--- config.mk ---
export PLATFORM = sky130hd
export DESIGN_NAME = bank_act_tracker
export DESIGN_NICKNAME = d
export VERILOG_FILES = /design/src/rtl/bat_pkg.sv /design/src/rtl/bat_cmd_decode.sv /design/src/rtl/bat_bank_slot.sv /design/src/rtl/bat_err_track.sv /design/src/rtl/bank_act_tracker.sv
export SDC_FILE = /design/constraint.sdc
export NUM_CORES = 1
export LEC_CHECK = 0
export BUFFER_PORTS_ARGS = -buffer_cell sky130_fd_sc_hd__buf_4
export CAP_MARGIN = 20
export CORE_MARGIN = 4
export CORE_UTILIZATION = 48
export CTS_CLUSTER_DIAMETER = 30
export DETAILED_ROUTE_END_ITERATION = 6
export PLACE_DENSITY = 0.76
export RECOVER_POWER = 100
export SLEW_MARGIN = 25
export SYNTH_ARGS = -nofsm -noshare
export SYNTH_HDL_FRONTEND = slang
export SYNTH_SLANG_ARGS = --single-unit
--- constraint.sdc ---
create_clock -name clk -period 1.75 [get_ports clk]
set_input_delay 0.0875 -clock clk [delete_from_list [all_inputs] [get_ports clk]]
set_output_delay 0.0875 -clock clk [all_outputs]
set_load 0.02 [all_outputs]
--- src/rtl/bat_pkg.sv ---
package bat_pkg;

    typedef enum logic [2:0] {
        CMD_NONE = 3'd0,
        CMD_ACT  = 3'd1,
        CMD_RD   = 3'd2,
        CMD_WR   = 3'd3,
        CMD_PRE  = 3'd4
    } bat_cmd_e;

    // Whole cycles covering a time span, rounded up.
    function automatic int unsigned bat_ceil_div(input int unsigned num,
                                                 input int unsigned den);
        return (num + den - 1) / den;
    endfunction

endpackage

--- src/rtl/bat_cmd_decode.sv ---
module bat_cmd_decode
    import bat_pkg::*;
#(
    parameter int NUM_BANKS = 4,
    parameter int BA_W      = 2
) (
    input  logic                 cs_n,
    input  logic                 ras_n,
    input  logic                 cas_n,
    input  logic                 we_n,
    input  logic [BA_W-1:0]      ba,
    input  logic                 ap_flag,
    output bat_cmd_e             cmd,
    output logic [NUM_BANKS-1:0] sel,
    output logic                 pre_all
);

    always_comb begin
        cmd = CMD_NONE;
        if (!cs_n) begin
            unique case ({ras_n, cas_n, we_n})
                3'b011:  cmd = CMD_ACT;
                3'b101:  cmd = CMD_RD;
                3'b100:  cmd = CMD_WR;
                3'b010:  cmd = CMD_PRE;
                default: cmd = CMD_NONE;
            endcase
        end
    end

    always_comb begin
        pre_all = (cmd == CMD_PRE) && ap_flag;
        for (int i = 0; i < NUM_BANKS; i++) begin
            sel[i] = (cmd != CMD_NONE) && (ba == BA_W'(i));
        end
    end

endmodule

--- src/rtl/bat_bank_slot.sv ---
module bat_bank_slot
    import bat_pkg::*;
#(
    parameter int ROW_W   = 13,
    parameter int RCD_CYC = 3,
    parameter int CNT_W   = 2
) (
    input  logic             clk,
    input  logic             rst_n,
    input  bat_cmd_e         cmd,
    input  logic             hit,
    input  logic             pre_all,
    input  logic [ROW_W-1:0] row_in,
    output logic             active,
    output logic             ready,
    output logic [ROW_W-1:0] row
);

    localparam logic [CNT_W-1:0] LOAD = CNT_W'(RCD_CYC - 1);

    typedef struct packed {
        logic             active;
        logic [CNT_W-1:0] cnt;
        logic [ROW_W-1:0] row;
    } slot_t;

    slot_t s_d, s_q;

    always_comb begin
        s_d = s_q;
        if (s_q.active && (s_q.cnt != '0)) begin
            s_d.cnt = s_q.cnt - 1'b1;
        end
        if ((cmd == CMD_ACT) && hit && !s_q.active) begin
            s_d.active = 1'b1;
            s_d.row    = row_in;
            s_d.cnt    = LOAD;
        end
        if ((cmd == CMD_PRE) && (hit || pre_all)) begin
            s_d = '0;
        end
    end

    always_ff @(posedge clk) begin
        if (!rst_n) begin
            s_q <= '0;
        end else begin
            s_q <= s_d;
        end
    end

    assign active = s_q.active;
    assign ready  = s_q.active && (s_q.cnt == '0);
    assign row    = s_q.row;

endmodule

--- src/rtl/bat_err_track.sv ---
module bat_err_track
    import bat_pkg::*;
#(
    parameter int NUM_BANKS = 4
) (
    input  logic                 clk,
    input  logic                 rst_n,
    input  bat_cmd_e             cmd,
    input  logic [NUM_BANKS-1:0] sel,
    input  logic [NUM_BANKS-1:0] active,
    input  logic [NUM_BANKS-1:0] ready,
    output logic                 err_act,
    output logic                 err_col
);

    typedef struct packed {
        logic act;
        logic col;
    } err_t;

    err_t e_d, e_q;

    logic act_bad, col_bad;

    always_comb begin
        act_bad = (cmd == CMD_ACT) && |(sel & active);
        col_bad = ((cmd == CMD_RD) || (cmd == CMD_WR)) && !(|(sel & ready));
        e_d     = e_q;
        if (act_bad) e_d.act = 1'b1;
        if (col_bad) e_d.col = 1'b1;
    end

    always_ff @(posedge clk) begin
        if (!rst_n) begin
            e_q <= '0;
        end else begin
            e_q <= e_d;
        end
    end

    assign err_act = e_q.act;
    assign err_col = e_q.col;

endmodule

--- src/rtl/bank_act_tracker.sv ---
module bank_act_tracker
    import bat_pkg::*;
#(
    parameter int NUM_BANKS = 4,
    parameter int ROW_W     = 13,
    parameter int AP_BIT    = 10,
    parameter int T_RCD_PS  = 18000,
    parameter int T_CLK_PS  = 7500
) (
    input  logic                       clk,
    input  logic                       rst_n,
    input  logic                       cs_n,
    input  logic                       ras_n,
    input  logic                       cas_n,
    input  logic                       we_n,
    input  logic [$clog2(NUM_BANKS)-1:0] ba,
    input  logic [ROW_W-1:0]           addr,
    output logic [NUM_BANKS-1:0]       bank_active,
    output logic [NUM_BANKS-1:0]       bank_ready,
    output logic [NUM_BANKS*ROW_W-1:0] open_row,
    output logic                       err_act,
    output logic                       err_col
);

    localparam int BA_W    = $clog2(NUM_BANKS);
    localparam int RCD_RAW = int'(bat_ceil_div(T_RCD_PS, T_CLK_PS));
    localparam int RCD_CYC = (RCD_RAW < 1) ? 1 : RCD_RAW;
    localparam int CNT_W   = (RCD_CYC < 2) ? 1 : $clog2(RCD_CYC);

    bat_cmd_e             cmd;
    logic [NUM_BANKS-1:0] sel;
    logic                 pre_all;

    bat_cmd_decode #(
        .NUM_BANKS (NUM_BANKS),
        .BA_W      (BA_W)
    ) u_dec (
        .cs_n    (cs_n),
        .ras_n   (ras_n),
        .cas_n   (cas_n),
        .we_n    (we_n),
        .ba      (ba),
        .ap_flag (addr[AP_BIT]),
        .cmd     (cmd),
        .sel     (sel),
        .pre_all (pre_all)
    );

    for (genvar g = 0; g < NUM_BANKS; g++) begin : g_bank
        bat_bank_slot #(
            .ROW_W   (ROW_W),
            .RCD_CYC (RCD_CYC),
            .CNT_W   (CNT_W)
        ) u_slot (
            .clk     (clk),
            .rst_n   (rst_n),
            .cmd     (cmd),
            .hit     (sel[g]),
            .pre_all (pre_all),
            .row_in  (addr),
            .active  (bank_active[g]),
            .ready   (bank_ready[g]),
            .row     (open_row[g*ROW_W +: ROW_W])
        );
    end

    bat_err_track #(
        .NUM_BANKS (NUM_BANKS)
    ) u_err (
        .clk     (clk),
        .rst_n   (rst_n),
        .cmd     (cmd),
        .sel     (sel),
        .active  (bank_active),
        .ready   (bank_ready),
        .err_act (err_act),
        .err_col (err_col)
    );

endmodule

# ---- Word level (Yosys, flattened, before mapping)
# Cells that the tools add are included.
dict set report op_classes {
  n_addsub 4
  mul 0
  div 0
  magnitude_cmp 0
  n_eq_ne 11
  shifts 0
  muxes 10
  bitwise 3
  reduce_logical 61
}
# op n
set op_table {}
lappend op_table {{15-bit 2-to-1 mux} 4}
lappend op_table {{1-bit logical AND} 27}
lappend op_table {{2-bit nonzero test} 8}
lappend op_table {{3-bit by 2-bit equality test with 1-bit output, second input constant} 4}
lappend op_table {{3-bit case mux with 4 select lines} 1}
lappend op_table {{3-bit OR reduction} 4}
lappend op_table {{2-bit logical NOT} 5}
lappend op_table {{3-bit equality test, second input constant} 3}
lappend op_table {{4-bit bitwise AND} 2}
lappend op_table {{2-bit 2-to-1 mux} 4}
lappend op_table {{2-bit OR reduction} 4}
lappend op_table {{4-bit OR reduction} 2}
lappend op_table {{2-bit by 1-bit subtractor with 2-bit output, second input constant} 4}
lappend op_table {{1-bit logical NOT} 5}
lappend op_table {{1-bit logical OR} 5}
lappend op_table {{2-bit equality test, second input constant} 2}
lappend op_table {{3-bit by 1-bit equality test with 1-bit output, second input constant} 1}
lappend op_table {{3-bit 2-to-1 mux} 1}
lappend op_table {{3-bit nonzero test} 1}
lappend op_table {{2-bit by 1-bit equality test with 1-bit output, second input constant} 1}
lappend op_table {{1-bit NOT} 1}
dict set report totals {
  regBits 66
  latch_bits 0
  ram_bits 0
  romBits 0
  inputBits 21
  output_inout_bits 62
  word_cells 107
  mem_count 0
}

# ---- Depth between registers and ports, before layout
# Gate-level depths: netlist of run 1.
dict set report logic_depth {
  word_depth 9
  depth_mapped 8
}

# ---- Cells and area by module
# A second synthesis of run 1 with hierarchy kept.
dict set report hier_totals {
  cells_unflattened 384
  area_unflattened_um2 3409.5
}
# module n_inst cells_per_inst area_each_um2
set by_module_without_submodules {}
lappend by_module_without_submodules {bat_bank_slot 4 90 799.5}
lappend by_module_without_submodules {bat_err_track 1 11 106.4}
lappend by_module_without_submodules {bat_cmd_decode 1 13 105.1}

# ---- Worst setup path before layout of run 1
# Ideal clock, no wire load.
dict set report synth_path {
  path_type {input port to flip-flop}
  startpoint {input cas_n}
  endpoint {register g_bank[3].u_slot.s_q, in the netlist g_bank[3].u_slot.row[4]}
  arrival_ps 1755
  required_time_ps 1620
  slack_ps -135
  stages 8
  path_buffers 2
  cell_sequence {inv_1 -> ha_1 -> or2_2 -> clkbuf_1 -> a2111oi_4 -> buf_6 -> mux2i_1 -> nor2_1}
}
dict set report synth_between {
  elab_chain_len 8
  word_cells_on_any_way 16
  cone_classes {6 x eq/ne; 2 x mux; 8 x reduce/logical}
}
# element line
set synth_lines {}
lappend synth_lines {{from (decl)} bank_act_tracker.sv:14} ;# input logic cas_n,
lappend synth_lines {{3-bit by 2-bit equality test with 1-bit output or 3-bit equality test (tied branches)} bat_cmd_decode.sv:21} ;# unique case ({ras_n, cas_n, we_n})
lappend synth_lines {{3-bit case mux with 4 select lines *} bat_cmd_decode.sv:21}
lappend synth_lines {{3-bit 2-to-1 mux *} bat_cmd_decode.sv:20} ;# if (!cs_n) begin
lappend synth_lines {{3-bit equality test or 3-bit nonzero test (tied branches)} {bat_cmd_decode.sv:32, bat_bank_slot.sv:39, bat_cmd_decode.sv:34}}
lappend synth_lines {{1-bit logical AND (on tied branches)} {bat_cmd_decode.sv:32, bat_cmd_decode.sv:34}}
lappend synth_lines {{1-bit logical OR} bat_bank_slot.sv:39} ;# if ((cmd == CMD_PRE) && (hit || pre_all)) begin
lappend synth_lines {{1-bit logical AND} bat_bank_slot.sv:39}
lappend synth_lines {{2-bit OR reduction (no source line)} -}
lappend synth_lines {{to (signal assigned)} bat_bank_slot.sv:46} ;# s_q <= '0;
lappend synth_lines {{to (signal assigned)} bat_bank_slot.sv:48} ;# s_q <= s_d;
lappend synth_lines {{to (decl)} bat_bank_slot.sv:27} ;# slot_t s_d, s_q;
# Mark *: on every way between the ends. The rest lies on a longest branch, timed or not.
# A chain may end at the register's enable or synchronous reset.

# ---- Final worst setup path of run 1
dict set report layout_path {
  startpoint {input ras_n}
  endpoint {register g_bank[0].u_slot.s_q[13] (netlist name)}
}
dict set report layout_between {
  elab_chain_len 8
  word_cells_on_any_way 16
  cone_classes {6 x eq/ne; 2 x mux; 8 x reduce/logical}
}
# element line
set layout_lines {}
lappend layout_lines {{from (decl)} bank_act_tracker.sv:13} ;# input logic ras_n,
lappend layout_lines {{3-bit by 2-bit equality test with 1-bit output or 3-bit equality test (tied branches)} bat_cmd_decode.sv:21}
lappend layout_lines {{3-bit case mux with 4 select lines *} bat_cmd_decode.sv:21}
lappend layout_lines {{3-bit 2-to-1 mux *} bat_cmd_decode.sv:20}
lappend layout_lines {{3-bit equality test or 3-bit nonzero test (tied branches)} {bat_cmd_decode.sv:32, bat_bank_slot.sv:39, bat_cmd_decode.sv:34}}
lappend layout_lines {{1-bit logical AND (on tied branches)} {bat_cmd_decode.sv:32, bat_cmd_decode.sv:34}}
lappend layout_lines {{1-bit logical OR or 1-bit logical AND (tied branches)} {bat_bank_slot.sv:39, bat_bank_slot.sv:34}}
lappend layout_lines {{1-bit logical AND (on tied branches)} {bat_bank_slot.sv:39, bat_bank_slot.sv:34}}
lappend layout_lines {{3-bit OR reduction (no source line) *} -}
lappend layout_lines {{to (signal assigned)} bat_bank_slot.sv:46}
lappend layout_lines {{to (signal assigned)} bat_bank_slot.sv:48}
lappend layout_lines {{to (decl)} bat_bank_slot.sv:27}
# Marked as above.

==> run_results.csv, run 1 <==
group,metric,value,unit
cells_and_area,fin_area,3560,um2
synthesis,syn_avg_cell_area,9.66,um2
clock_network,cts_htree_levels,3,
route,viasPerCell,4.97,
global_route,grt_pass1_vias,2228,
synthesis,synth-edff-count,0,
route,dr_total_vias,2255,
placed_design,gp_congestion,0.846,
placed_design,dp_hpwl,4.94,mm
timing,tightest_slew,0.405,ns
clock_network,clkSinkCount,66,
cells_and_area,nets,398,
power,finalPower,3.27,mW
critical_path,worst_r2r_endpoint,"u_err.err_col$_SDFFE_PN0P_",
timing,hold_viol,0,
clock_network,clk_latency,0.33,ns
synthesis,synth_flop_cell,"dfxtp_1",
placed_design,portBuffers,82,
route,firstDrtPassIters,4,
global_route,grt_max_degree,17,
critical_path,critical_path_class,"input port to flip-flop",
die,die_y,89.6,um
timing,relSlewSlack,73.0,%
synthesis,synth.ff_latch_count,66,
power,p_per_area,919,nW/um2
timing,fin_crit,1.49,ns
global_route,antenna_found_initial,0,
global_route,grt_overflow_total,0,
route,wl,6.79,mm
timing,finalCritPeriodShare,85.0,%
clock_network,cts_setup_buffers,0,
timing,setup_viol_count_final,0,
route,drt.antenna.violating_nets,0,
global_route,globalRouteMet3Util,6.39,%
timing,rsz0062_at_grt,"no",
global_route,met2_usage,29.3,%
synthesis,netlist-cell-type-count,34,
critical_path,end_kind,"flip-flop",
critical_path,critical_path.startpoint_type,"input port",
min_path,hold_path_end,"g_bank[0].u_slot.row[2]$_SDFFE_PP0P_",
die,ioPinCount,83,
cells_and_area,n_fill_cell,635,
die,start_util,49.8,%
clock_network,clock-root-buffer,"clkbuf_8",
placed_design,placedInstanceArea,3560,um2
critical_path,critPathMaxFanout,12,
cells_and_area,antennaDiodeCount,0,
synthesis,yosysMostFrequentCell,"dfxtp_1",
critical_path,r2r_setup_slack,0.28,ns
timing,skew,0.00573,ns
synthesis,ys_seq_area_share,41.3,%
cells_and_area,finalNonFillerCells,454,
die,core_area,6420,um2
timing,fin_hold_ws,0.0130,ns
power,vdd_drop_max,0.595,mV
min_path,hold_depth,3,
global_route,grt_use_total,18.2,%
synthesis,synthArstFlopShare,0,%
global_route,use_met1,22.9,%
outcome,outcome,"completed",
die,rows,29,
timing,slew_violations,0,
route,wire_per_inst,15.0,um
clock_network,cts_buffers,9,
global_route,grt_pass1_wl,11.1,mm
synthesis,synth_area_leaders,"dfxtp_1 41%, mux2i_1 16%, buf_4 14%",
clock_network,clkSlewWorstSetupHoldPaths,0.07,ns
critical_path,cp_data_required_time,1.98,ns
synthesis,synth_warnings,0,
die,die_w,89.6,um
synthesis,syn_nets,357,
critical_path,r2r-start,"g_bank[3].u_slot.s_q[13]$_SDFFE_PP0P_",
placed_design,dp_cells,437,
clock_network,post_cts_resized,0,
route,drc,0,
global_route,busiest_layer,"met2",
min_path,min_from,"addr[2]",
synthesis,syn-instance-count,331,
critical_path,cp.arrival,1.72,ns
critical_path,reg2reg_depth,6,
clock_network,tritoncts,"done",
cells_and_area,drive_gt1_share,15.9,%
synthesis,synthTopCellsByCount,"66 x dfxtp_1, 65 x nor2_1, 60 x buf_4, 52 x mux2i_1, 14 x inv_1",
synthesis,yosysTopAreaCellShare,41.3,%
synthesis,netlist_area,3200,um2
cells_and_area,area_delta_synth_final,11.2,%
die,die_area,8030,um2
min_path,hp-class,"input port to flip-flop",
timing,max_freq,673,MHz
route,drt-initial-drc-count,95,
power,p_leak,1.27,nW
cells_and_area,final_util,55.4,%
clock_network,clock_path_buffers,2,
flow_run,cap_violations,0,
synthesis,synth_top_area_cell,"dfxtp_1",
==> logic make-up (layout without fill, tap and decap cells) <==
family | Yosys count | after routing | synth area share, %
multiplexers | 53 | 53 | 17.0
adder cells (fa/ha/maj) | 5 | 5 | 1.96
flip-flops | 66 | 66 | 41.3
buffers and inverters | 86 | 132 | 18.4
AND/OR/NAND/NOR | 91 | 91 | 12.5
XOR/XNOR | 4 | 4 | 1.10
AO/OA/AOI/OAI | 26 | 26 | 7.79
==> area by class of cell <==
| class | count | area [um2] | share of cell area (%) |
|---|---|---|---|
| well taps | 77 | 96.3 | 2.71 |
| repair buffers | 102 | 561 | 15.8 |
| inverters | 14 | 52.6 | 1.48 |
| clock buffers | 12 | 165 | 4.64 |
| clock inverters | 4 | 72.6 | 2.04 |
| flip-flops and latches | 66 | 1320 | 37.2 |
| multi-input cells | 179 | 1290 | 36.2 |
==> report_power, final <==
group,internal (mW),switching [mW]
logic,0.102,0.148
registers,1.52,0.0122
clock network,0.917,0.571
==> flip-flops by register name (all words and copies together) (netlist names) <==
name and count:
u_err.err_act 1, u_err.err_col 1, g_bank.u_slot.active 4, g_bank.u_slot.row 52, g_bank.u_slot.s_q 8
==> how the worst max path moves through the flow <==
stage / start / to / slack [ns] / depth (start not counted)
final: ras_n / g_bank[0].u_slot.s_q[13]$_SDFFE_PP0P_ / 0.26 / 8
after detailed placement: cas_n / g_bank[3].u_slot.row[10]$_SDFFE_PP0P_ / -0.07 / 6
after floorplan: cas_n / g_bank[2].u_slot.active$_SDFFE_PP0P_ / -0.03 / 7
after global placement: cas_n / g_bank[3].u_slot.row[6]$_SDFFE_PP0P_ / -0.05 / 6
after global routing: cas_n / g_bank[1].u_slot.row[11]$_SDFFE_PP0P_ / 0.11 / 9
after CTS: g_bank[3].u_slot.s_q[13]$_SDFFE_PP0P_ / u_err.err_col$_SDFFE_PN0P_ / 0.28 / 6
==> per-layer routing <==
metal  wire [um]  up-vias
li1            -     1121
met1        3070     1063
met2        3170       64
met3         468        7
met4          77        0
met5           0        -
==> placed cells by master (no fill, tap or decap), drive strengths merged, types with 3 or more instances in the layout <==
cell type  instances
nand2              4
nor2              65
nand2b             6
a211oi             4
inv               14
nor3               4
o21ai              5
a2111oi            3
buf               35
xnor2              4
a31oi              5
dfxtp             66
a21oi              4
mux2i             52
clkbuf            78
ha                 5
and2               3
==> stage by stage <==
stage	setup TNS, ns	setup slack (ns)
3_3_place_gp	-0.676	-0.0469
3_5_place_dp	-1.35	-0.0709
2_1_floorplan	-0.875	-0.0304
6_report	0	0.263
5_1_grt	0	0.105
4_1_cts	0	0.284
==> worst max-delay path, cell delays in order <==
cell and delay, ns:
buf_4 0.13, ha_1 0.29, nor4b_1 0.27, buf_4 0.18, nand2_1 0.10, o31ai_1 0.32
buf_4 0.26, nor3_1 0.07
==> timing repair <==
item,4_1_cts,5_1_grt
hold buffers,1,0
endpoints found under the setup margin,0,0
hold endpoints to repair,2,0
(Power assumes the default switching activity.)
==> run 2: changes to the inputs <==
Settings changed: CORE_UTILIZATION 48 to 53, PLACE_DENSITY 0.76 to 0.8.
Clock period 1.75 ns to 1.4 ns, I/O delays scaled along.
==> run 2 against run 1 <==
  * Wire length rose by 12%
  * Sequential share of layout area fell by 3.7 points
  * Die area fell by 8.6%
  * Sequential power rose by 25%
  * Critical path type unchanged
  * Highest routed layer unchanged
  * Hold slack got worse by 0.0030 ns
  * Sequential cell count did not move
  * Via count rose by 8.9%
  * Largest power group unchanged
  * Worst setup slack got worse by 0.24 ns
==> run_results.csv, run 2 (synthesized netlist as in run 1, its figures left out) <==
group,metric,value,unit
outcome,outcome,"completed",
critical_path,critical_path_class,"input port to flip-flop",
timing,rsz0062_at_grt,"yes",
placed_design,portBuffers,82,
die,rows,28,
timing,fin_hold_ws,0.00997,ns
timing,skew,0.00463,ns
cells_and_area,antennaDiodeCount,0,
route,drt-initial-drc-count,120,
critical_path,reg2reg_depth,4,
cells_and_area,drive_gt1_share,27.8,%
clock_network,clock-root-buffer,"clkbuf_8",
critical_path,crit_buf_inv,3,
route,drt.antenna.violating_nets,0,
critical_path,worst_path_most_repeated_cell,"buf_12",
placed_design,dp_hpwl,5.31,mm
cells_and_area,area_delta_synth_final,23.8,%
die,die_w,85.7,um
min_path,hold_path_end,"g_bank[0].u_slot.row[1]$_SDFFE_PP0P_",
cells_and_area,largest_reg_flops,52,
power,netSwitchingFraction,25.1,%
critical_path,critical_path.startpoint_type,"input port",
clock_network,clock_path_buffers,2,
critical_path,path_cells,"buf_12, or3b_4, a2111oi_4, buf_4, buf_12, mux2i_2, nor2_1",
critical_path,crit_start,"cas_n",
cells_and_area,finalNonFillerCells,482,
cells_and_area,layout_commonest_cell,"nor2_1",
timing,slew_violations,0,
flow_run,cap_violations,0,
global_route,grt_pass1_wl,12.0,mm
critical_path,r2r-start,"g_bank[2].u_slot.active$_SDFFE_PP0P_",
placed_design,placedInstanceArea,3820,um2
min_path,hp-class,"input port to flip-flop",
critical_path,cp_top_family,"simple AND/OR/NAND/NOR gates",
critical_path,cpPeakStageDelay,0.44,ns
global_route,grt_use_total,20.8,%
route,drc,0,
global_route,grt_pass1_vias,2444,
power,power.switching,976,uW
timing,tightest_slew,0.457,ns
clock_network,clkSinkCount,66,
critical_path,cp_slowest_cell,"or3b_4",
power,p_leak,1.46,nW
cells_and_area,final_util,67.2,%
placed_design,gp_congestion,0.800,
route,firstDrtPassIters,4,
clock_network,cts_buffers,9,
die,start_util,54.3,%
die,ioPinCount,83,
critical_path,worst_r2r_endpoint,"g_bank[2].u_slot.row[12]$_SDFFE_PP0P_",
power,p_per_area,985,nW/um2
critical_path,r2r_setup_slack,0.04,ns
global_route,grt_overflow_total,0,
clock_network,cts_htree_levels,3,
critical_path,cp.arrival,1.61,ns
power,vdd_drop_max,0.807,mV
route,wl,7.59,mm
route,wire_per_inst,15.8,um
power,p_int,2.92,mW
die,die_y,85.7,um
critical_path,cp_data_required_time,1.63,ns
cells_and_area,n_fill_cell,508,
placed_design,dp_cells,455,
timing,setup_viol_count_final,0,
power,comb_power_share,10.9,%
cells_and_area,nets,428,
clock_network,clkSlewWorstSetupHoldPaths,0.07,ns
route,viasPerCell,5.10,
timing,relSlewSlack,69.4,%
timing,finalCritPeriodShare,98.0,%
min_path,hold_depth,3,
global_route,antenna_found_initial,0,
timing,max_freq,729,MHz
clock_network,clk_latency,0.34,ns
route,dr_total_vias,2456,
timing,hold_viol,0,
timing,fin_crit,1.37,ns
cells_and_area,fin_area,3960,um2
die,die_area,7340,um2
global_route,grt_max_degree,17,
min_path,min_from,"addr[1]",
die,core_area,5890,um2
critical_path,critPathMaxFanout,8,
cells_and_area,final_cell_mix,"65 x nor2_1, 63 x dfxtp_1, 56 x clkbuf_1, 53 x buf_4, 50 x mux2i_1",
critical_path,end_kind,"flip-flop",
clock_network,tritoncts,"done",
power,pwr-share-clk,40.0,%
power,seqPwrFrac,49.1,%
run 2: cell type report:
cell class | count | area [um2] | area share, %
flip-flops and latches | 66 | 1330 | 33.5
clock inverters | 7 | 68.8 | 1.74
repair buffers | 132 | 893 | 22.6
inverters | 14 | 65.1 | 1.64
well taps | 75 | 93.8 | 2.37
clock buffers | 9 | 124 | 3.13
multi-input cells | 179 | 1390 | 35.0
run 2: stage by stage:
stage               power (mW)  setup slack [ns]  setup TNS [ns]
floorplan                 2.18            -0.282          -11.89
global placement          2.36            -0.395          -21.44
detailed placement        2.37            -0.446          -23.03
CTS                       3.93           0.00581               0
global route              4.03           -0.0123         -0.0692
finish                    3.90            0.0281               0
run 2: power by group through the flow:
stage          clock, mW  combinational (mW)  sequential [mW]
2_1_floorplan          0               0.227             1.96
3_3_place_gp           0               0.405             1.96
3_5_place_dp           0               0.413             1.96
4_1_cts             1.58               0.434             1.91
5_1_grt             1.66               0.455             1.92
6_report            1.56               0.424             1.91
run 2: worst max-delay path by stage:
| stage | end | slack, ns | cells after the start |
|---|---|---|---|
| 5_1_grt | g_bank[3].u_slot.row[2]$_SDFFE_PP0P_ | -0.01 | 4 |
| 3_5_place_dp | g_bank[3].u_slot.row[6]$_SDFFE_PP0P_ | -0.45 | 6 |
| 4_1_cts | g_bank[0].u_slot.row[4]$_SDFFE_PP0P_ | 0.006 | 8 |
| 2_1_floorplan | g_bank[3].u_slot.row[4]$_SDFFE_PP0P_ | -0.28 | 6 |
| 6_report | g_bank[1].u_slot.row[6]$_SDFFE_PP0P_ | 0.03 | 7 |
| 3_3_place_gp | g_bank[2].u_slot.row[2]$_SDFFE_PP0P_ | -0.40 | 6 |
run 2: what timing repair did:
item	CTS	global route
hold buffers	7	0
gates cloned	0	1
endpoints found under the hold margin	9	0
pin swaps	2	9
setup endpoints to repair	53	37
resized for setup	4	17
setup buffers	0	3
run 2: routing by layer:
metal	part of all wire (%)	track usage, %	wire length [um]	up-vias
li1	-	-	-	1188
met1	45	25.1	3380	1181
met2	48	35.6	3660	78
met3	6.5	6.24	495	9
met4	0.78	6.33	59	0
met5	0	0	0	-
run 2: worst register-to-register path, stage by stage, from the launching register on:
cell	delay, ns
dfxtp_1	0.37
a2111oi_4	0.38
buf_6	0.22
mux2i_2	0.23
nor2_1	0.07
